## src/rtl/i2c_start_pkg.sv

```systemverilog
package i2c_start_pkg;

  // Sequencer phases
  typedef enum logic [1:0] {
    ST_IDLE  = 2'd0,
    ST_SETUP = 2'd1,  // first period, both lines must stay high
    ST_HOLD  = 2'd2   // second period, SDA held low
  } startState_t;

  // Strobes from control to datapath
  typedef struct packed {
    logic loadCnt;
    logic pullSet;
    logic pullClr;
    logic seenSet;
    logic seenClr;
    logic doneSet;
    logic collSet;
    logic busySet;
    logic busyClr;
  } ctrlStrobe_t;

endpackage

```

## src/rtl/i2c_start_ctrl.sv

```systemverilog
module i2c_start_ctrl
  import i2c_start_pkg::*;
(
  input  logic        clk,
  input  logic        rstN,
  input  logic        startReq,
  input  logic        sdaIn,
  input  logic        sclIn,
  input  logic        cntZero,
  output ctrlStrobe_t strb
);

  startState_t state, nextState;

  always_ff @(posedge clk) begin
    if (!rstN) state <= ST_IDLE;
    else       state <= nextState;
  end

  always_comb begin
    strb      = '0;
    nextState = state;
    unique case (state)
      ST_IDLE: begin
        if (startReq) begin
          strb.pullClr = 1'b1;
          strb.seenClr = 1'b1;
          if (sdaIn && sclIn) begin
            strb.loadCnt = 1'b1;
            strb.busySet = 1'b1;
            nextState    = ST_SETUP;
          end else begin
            strb.collSet = 1'b1;
          end
        end
      end
      ST_SETUP: begin
        if (!sclIn || (cntZero && !sdaIn)) begin
          strb.collSet = 1'b1;
          strb.pullClr = 1'b1;
          strb.seenClr = 1'b1;
          strb.busyClr = 1'b1;
          nextState    = ST_IDLE;
        end else if (cntZero) begin
          strb.pullSet = 1'b1;
          strb.seenSet = 1'b1;
          strb.loadCnt = 1'b1;
          nextState    = ST_HOLD;
        end
      end
      ST_HOLD: begin
        if (cntZero) begin
          strb.doneSet = 1'b1;
          strb.busyClr = 1'b1;
          nextState    = ST_IDLE;
        end
      end
      default: nextState = ST_IDLE;
    endcase
  end

endmodule

```

## src/rtl/i2c_start_dp.sv

```systemverilog
module i2c_start_dp
  import i2c_start_pkg::*;
#(
  parameter int CNT_W = 8
) (
  input  logic             clk,
  input  logic             rstN,
  input  ctrlStrobe_t      strb,
  input  logic [CNT_W-1:0] reloadVal,
  input  logic             clrDoneIrq,
  input  logic             clrCollIrq,
  output logic             cntZero,
  output logic             sdaPullLow,
  output logic             startEnable,
  output logic             startSeen,
  output logic             doneIrq,
  output logic             collIrq
);

  localparam logic [CNT_W-1:0] CNT_ONE = {{(CNT_W-1){1'b0}}, 1'b1};

  logic [CNT_W-1:0] cnt;

  // Period counter, runs only while a sequence is active
  always_ff @(posedge clk) begin
    if (!rstN)                        cnt <= '0;
    else if (strb.loadCnt)            cnt <= reloadVal;
    else if (startEnable && !cntZero) cnt <= cnt - CNT_ONE;
  end

  assign cntZero = (cnt == '0);

  always_ff @(posedge clk) begin
    if (!rstN) begin
      sdaPullLow  <= 1'b0;
      startEnable <= 1'b0;
      startSeen   <= 1'b0;
      doneIrq     <= 1'b0;
      collIrq     <= 1'b0;
    end else begin
      if (strb.pullSet)      sdaPullLow <= 1'b1;
      else if (strb.pullClr) sdaPullLow <= 1'b0;

      if (strb.busySet)      startEnable <= 1'b1;
      else if (strb.busyClr) startEnable <= 1'b0;

      if (strb.seenSet)      startSeen <= 1'b1;
      else if (strb.seenClr) startSeen <= 1'b0;

      if (strb.doneSet)      doneIrq <= 1'b1;
      else if (clrDoneIrq)   doneIrq <= 1'b0;

      if (strb.collSet)      collIrq <= 1'b1;
      else if (clrCollIrq)   collIrq <= 1'b0;
    end
  end

endmodule

```

## src/rtl/i2c_start_gen.sv

```systemverilog
module i2c_start_gen
  import i2c_start_pkg::*;
#(
  parameter int CNT_W = 8
) (
  input  logic             clk,
  input  logic             rstN,
  input  logic             startReq,
  input  logic [CNT_W-1:0] reloadVal,
  input  logic             sdaIn,
  input  logic             sclIn,
  input  logic             clrDoneIrq,
  input  logic             clrCollIrq,
  output logic             sdaPullLow,
  output logic             startEnable,
  output logic             startSeen,
  output logic             doneIrq,
  output logic             collIrq
);

  ctrlStrobe_t strb;
  logic        cntZero;

  i2c_start_ctrl u_ctrl (
    .clk      (clk),
    .rstN     (rstN),
    .startReq (startReq),
    .sdaIn    (sdaIn),
    .sclIn    (sclIn),
    .cntZero  (cntZero),
    .strb     (strb)
  );

  i2c_start_dp #(.CNT_W(CNT_W)) u_dp (
    .clk         (clk),
    .rstN        (rstN),
    .strb        (strb),
    .reloadVal   (reloadVal),
    .clrDoneIrq  (clrDoneIrq),
    .clrCollIrq  (clrCollIrq),
    .cntZero     (cntZero),
    .sdaPullLow  (sdaPullLow),
    .startEnable (startEnable),
    .startSeen   (startSeen),
    .doneIrq     (doneIrq),
    .collIrq     (collIrq)
  );

endmodule

```

## config.mk

```make
export PLATFORM = sky130hd
export DESIGN_NAME = i2c_start_gen
export DESIGN_NICKNAME = d
export VERILOG_FILES = /design/src/rtl/i2c_start_pkg.sv /design/src/rtl/i2c_start_ctrl.sv /design/src/rtl/i2c_start_dp.sv /design/src/rtl/i2c_start_gen.sv
export SDC_FILE = /design/constraint.sdc
export NUM_CORES = 1
export LEC_CHECK = 0
export BUFFER_PORTS_ARGS = -buffer_cell sky130_fd_sc_hd__buf_4
export CAP_MARGIN = 10
export CELL_PAD_IN_SITES_DETAIL_PLACEMENT = 1
export CELL_PAD_IN_SITES_GLOBAL_PLACEMENT = 1
export CORE_MARGIN = 5
export CORE_UTILIZATION = 38
export DETAILED_ROUTE_END_ITERATION = 8
export PLACE_DENSITY = 0.89
export SLEW_MARGIN = 40
export SYNTH_ARGS = -nofsm -noshare
export SYNTH_HDL_FRONTEND = slang
export SYNTH_SLANG_ARGS = --single-unit
export TNS_END_PERCENT = 1
```

## constraint.sdc

```tcl
create_clock -name clk -period 3 [get_ports clk]
set_input_delay 0.15 -clock clk [delete_from_list [all_inputs] [get_ports clk]]
set_output_delay 0.15 -clock clk [all_outputs]
set_load 0.02 [all_outputs]
```

==> run_results.csv <==
group,metric,value,unit
pwr,share_comb_of_total_power,42.6,%
placed_design,io_buffer_count,19,
pwr,power.density_cell_area,607,mW/mm^2
yosys,synth_fa_ha_area_share,7.18,%
yosys,synth.distinct_cells,31,
status,outcome,"completed",
finish,antenna_cells,0,
setup_path,cp_data_required_time,3150,ps
routing,route.detailed.wl_per_inst,14.7,microns
clock_network,ctsLongestPathBuffers,2,
setup_path,crit_type,"reg -> reg",
yosys,synth-compound-area-share,26.3,%
pwr,p_sw,0.245,mW
grt,grt_start_max_net_pins,17,
finish,synthesis_to_layout_area_growth,17.8,%
die,full_die_area,0.00335,sq mm
timing,hold_viol_final,0,
finish,finish.net_count,146,
timing,slew_headroom,52.3,%
yosys,cell_area_synth,871,sq um
timing,timing.setup.tns,0,ps
placed_design,routabilityCongestion,0.814,
setup_path,critPathMaxStageDelay,530,ps
clock_network,clock_sink_count,14,
clock_network,worst_setup_hold_path_clk_slew,80,ps
yosys,number_of_synthesis_warnings,0,
die,die_w,57.9,microns
clock_network,cts_inserted_buffers,3,
routing,routed-via-count,841,
clock_network,root_buffer,"clkbuf_4",
pwr,p_leak,0.408,nW
grt,vias_in_the_first_global_route,901,
setup_path,crit_chain,"inv_1 -> ha_1 -> or3b_2 -> o31a_1 -> o21ai_0 -> a21oi_1",
setup_path,critPathMaxFanout,16,
yosys,synth_xor_xnor_area_share,2.01,%
yosys,netlist_instances,107,
yosys,netlist.area_leader.share,32.2,%
pwr,report.power.total,0.623,mW
yosys,yosys.area_share.simple,20.7,%
finish,drive_gt1_share,21.8,%
yosys,syn-mean-instance-area,8.14,sq um
timing,skew,2.88,ps
yosys,synth_enable_flop_cells,0,
yosys,ys_async_sr_fraction,0,%
yosys,synth.mux.area_fraction,3.45,%
pwr,power.share.sequential,40.3,%
pwr,internal_power,0.378,mW
yosys,yosysSeqAreaShare,32.2,%
clock_network,total_number_of_h_tree_levels,1,
setup_path,crit_arrival,2190,ps
setup_path,cpMaxStageDelayCell,"or3b_2",
timing,report.final.setup_viol,0,
clock_network,cts_resized,0,
die,core-area,0.00219,sq mm
yosys,postSynthNetCount,127,
setup_path,timing.critical_path.from_type,"register",
pwr,power.share.clock,17.1,%
timing,period_needed,2050,ps
grt,antenna_violations_before_repair,0,
grt,grt_overflow,0,
routing,dr.first_iter.drc_count,9,
timing,setup_repair_after_global_routing_missed_its_margin,"no",
timing,max_slew.worst_pin.slew,709,ps
setup_path,worst_setup_path_end_kind,"register",
yosys,dominant_combinational_cell_family_by_area_after_synthesis,"compound AO/OA/AOI/OAI gates",
grt,grt.total_usage,14.2,%
die,boundaryPins,20,
die,placement_rows,17,
yosys,synthesis_stage_register_bit_count,14,
clock_network,cts_tree,"yes",
die,floorplan.initialDensity,39.7,%
clock_network,postCtsSetupBuffers,0,
min_path,holdCritPathClass,"in -> reg",
run,drv_cap,0,
pwr,worst_ir_drop_vdd,263,uV
yosys,synth_area_leader,"dfxtp_1",
routing,drc,0,
grt,grt_first_pass_wirelength,3800,microns
routing,route.detailed.vias_per_inst,5.53,
yosys,synth.area.top_cells,"dfxtp_1 32%, a21oi_1 7.5%, ha_1 7.2%, o21ai_0 5.7%, nor2_1 3.9%",
clock_network,post_cts_hold_buffer_count,0,
clock_network,worst_skew_pair.late_latency,280,ps
routing,count_of_antenna_violating_nets_left_after_detailed_routing,0,
routing,first_pass_iters,4,
timing,achievable-frequency,489,MHz
yosys,most_instantiated_flip_flop_cell_in_the_synthesis_netlist,"dfxtp_1",
pwr,power.switching_fraction,39.4,%
timing,finalCritPeriodShare,68.2,%
timing,slew_limit_fails,0,
placed_design,place.detailed.hpwl,1770,microns
routing,postRouteWirelength,2240,microns
die,die_height,57.9,microns
-- routing by layer --
layer | share of wire, % | global-route usage, %
met3 | 5.0 | 3.56
met4 | 1.3 | 5.63
met1 | 45 | 16.6
met2 | 48 | 24.5
met5 | 0 | 0
-- worst max-delay path, delay by kind of cell (launching register included) --
kind	cells	cell delay, ps
adders and majority gates	1	190
AOI/OAI and AO/OA	3	770
buffers and inverters	1	100
and+or+nand+nor	1	530
DFF	1	320
-- cell usage in the layout (no fill, tap or decap) --
master    count
a211oi_1      4
a21oi_1      13
a311oi_1      3
a31o_2        1
a41o_1        1
buf_4        19
clkbuf_4      3
clkinv_1      1
dfxtp_1      14
ha_1          5
inv_1         6
mux2i_1       3
nand2_1       7
nand2b_1      3
nand3_1       2
nand4_1       2
nor2_1        9
nor3_1        2
nor3b_1       1
nor4_1        3
o211ai_1      1
o21a_1        2
o21ai_0      10
o31a_1        1
o31ai_1       1
or2_2         1
or3b_2        2
or4_1         1
or4_4         1
xnor2_1       2
-- worst paths after layout --
kind | slack, ps | end | depth (start not counted) | startpoint
worst max-delay path | 950 | u_dp.cnt[7]$_SDFFE_PN0P_ | 6 | u_dp.cnt[0]$_SDFFE_PN0P_
worst min-delay path | 110 | u_dp.collIrq$_SDFFE_PN0P_ | 2 | sdaIn
worst max register to register | 950 | u_dp.cnt[7]$_SDFFE_PN0P_ | 6 | u_dp.cnt[0]$_SDFFE_PN0P_
worst min register to register | 490 | u_dp.doneIrq$_SDFFE_PN0P_ | 2 | u_dp.doneIrq$_SDFFE_PN0P_
-- registers in the layout (all words and copies together), names as in the netlist --
name              flops
u_dp.sdaPullLow       1
u_dp.collIrq          1
u_ctrl.state          2
u_dp.doneIrq          1
u_dp.startEnable      1
u_dp.cnt              8
-- area by class of cell --
type	instances	area, sq um
Clock buffer	3	22.5
Fill cell	283	1160
Inverter	7	26.3
Multi-Input combinational cell	81	519
Sequential cell	14	280
Tap cell	28	35.0
Timing Repair Buffer	19	143
-- cells in the mapped netlist, types with 3 or more instances --
library cell and n:
buf_6 3, nand2_1 7, inv_1 6, nor4_1 3, mux2i_1 3, nor2_1 9
nand2b_1 3, a311oi_1 3, a21oi_1 13, ha_1 5, o21ai_0 10, a211oi_1 4
dfxtp_1 14
-- power by group through the flow --
stage	clock network [mW]	registers, mW	logic, mW
floorplan	0	0.246	0.223
global placement	0	0.252	0.253
detailed placement	0	0.255	0.264
CTS	0.110	0.250	0.266
global route	0.118	0.257	0.293
finish	0.107	0.251	0.265
-- cells by family after synthesis --
group	after synthesis
DFF	14
and+or+nand+nor	34
buffers and inverters	12
xor gates and xnor gates	2
AOI/OAI and AO/OA	37
muxes	3
adders and majority gates	5
-- through the flow --
step	hold slack [ps]	setup slack [ps]	instance area (sq um)	utilization (%)	cells
CTS	101	934	1030	46.8	152
detailed placement	407	955	1000	45.8	149
floorplan	260	1040	871	-	107
global placement	398	1050	1000	45.8	149
finish	106	954	1030	46.8	152
global route	114	844	1030	46.8	152
Power figures use the tool's default switching activity.
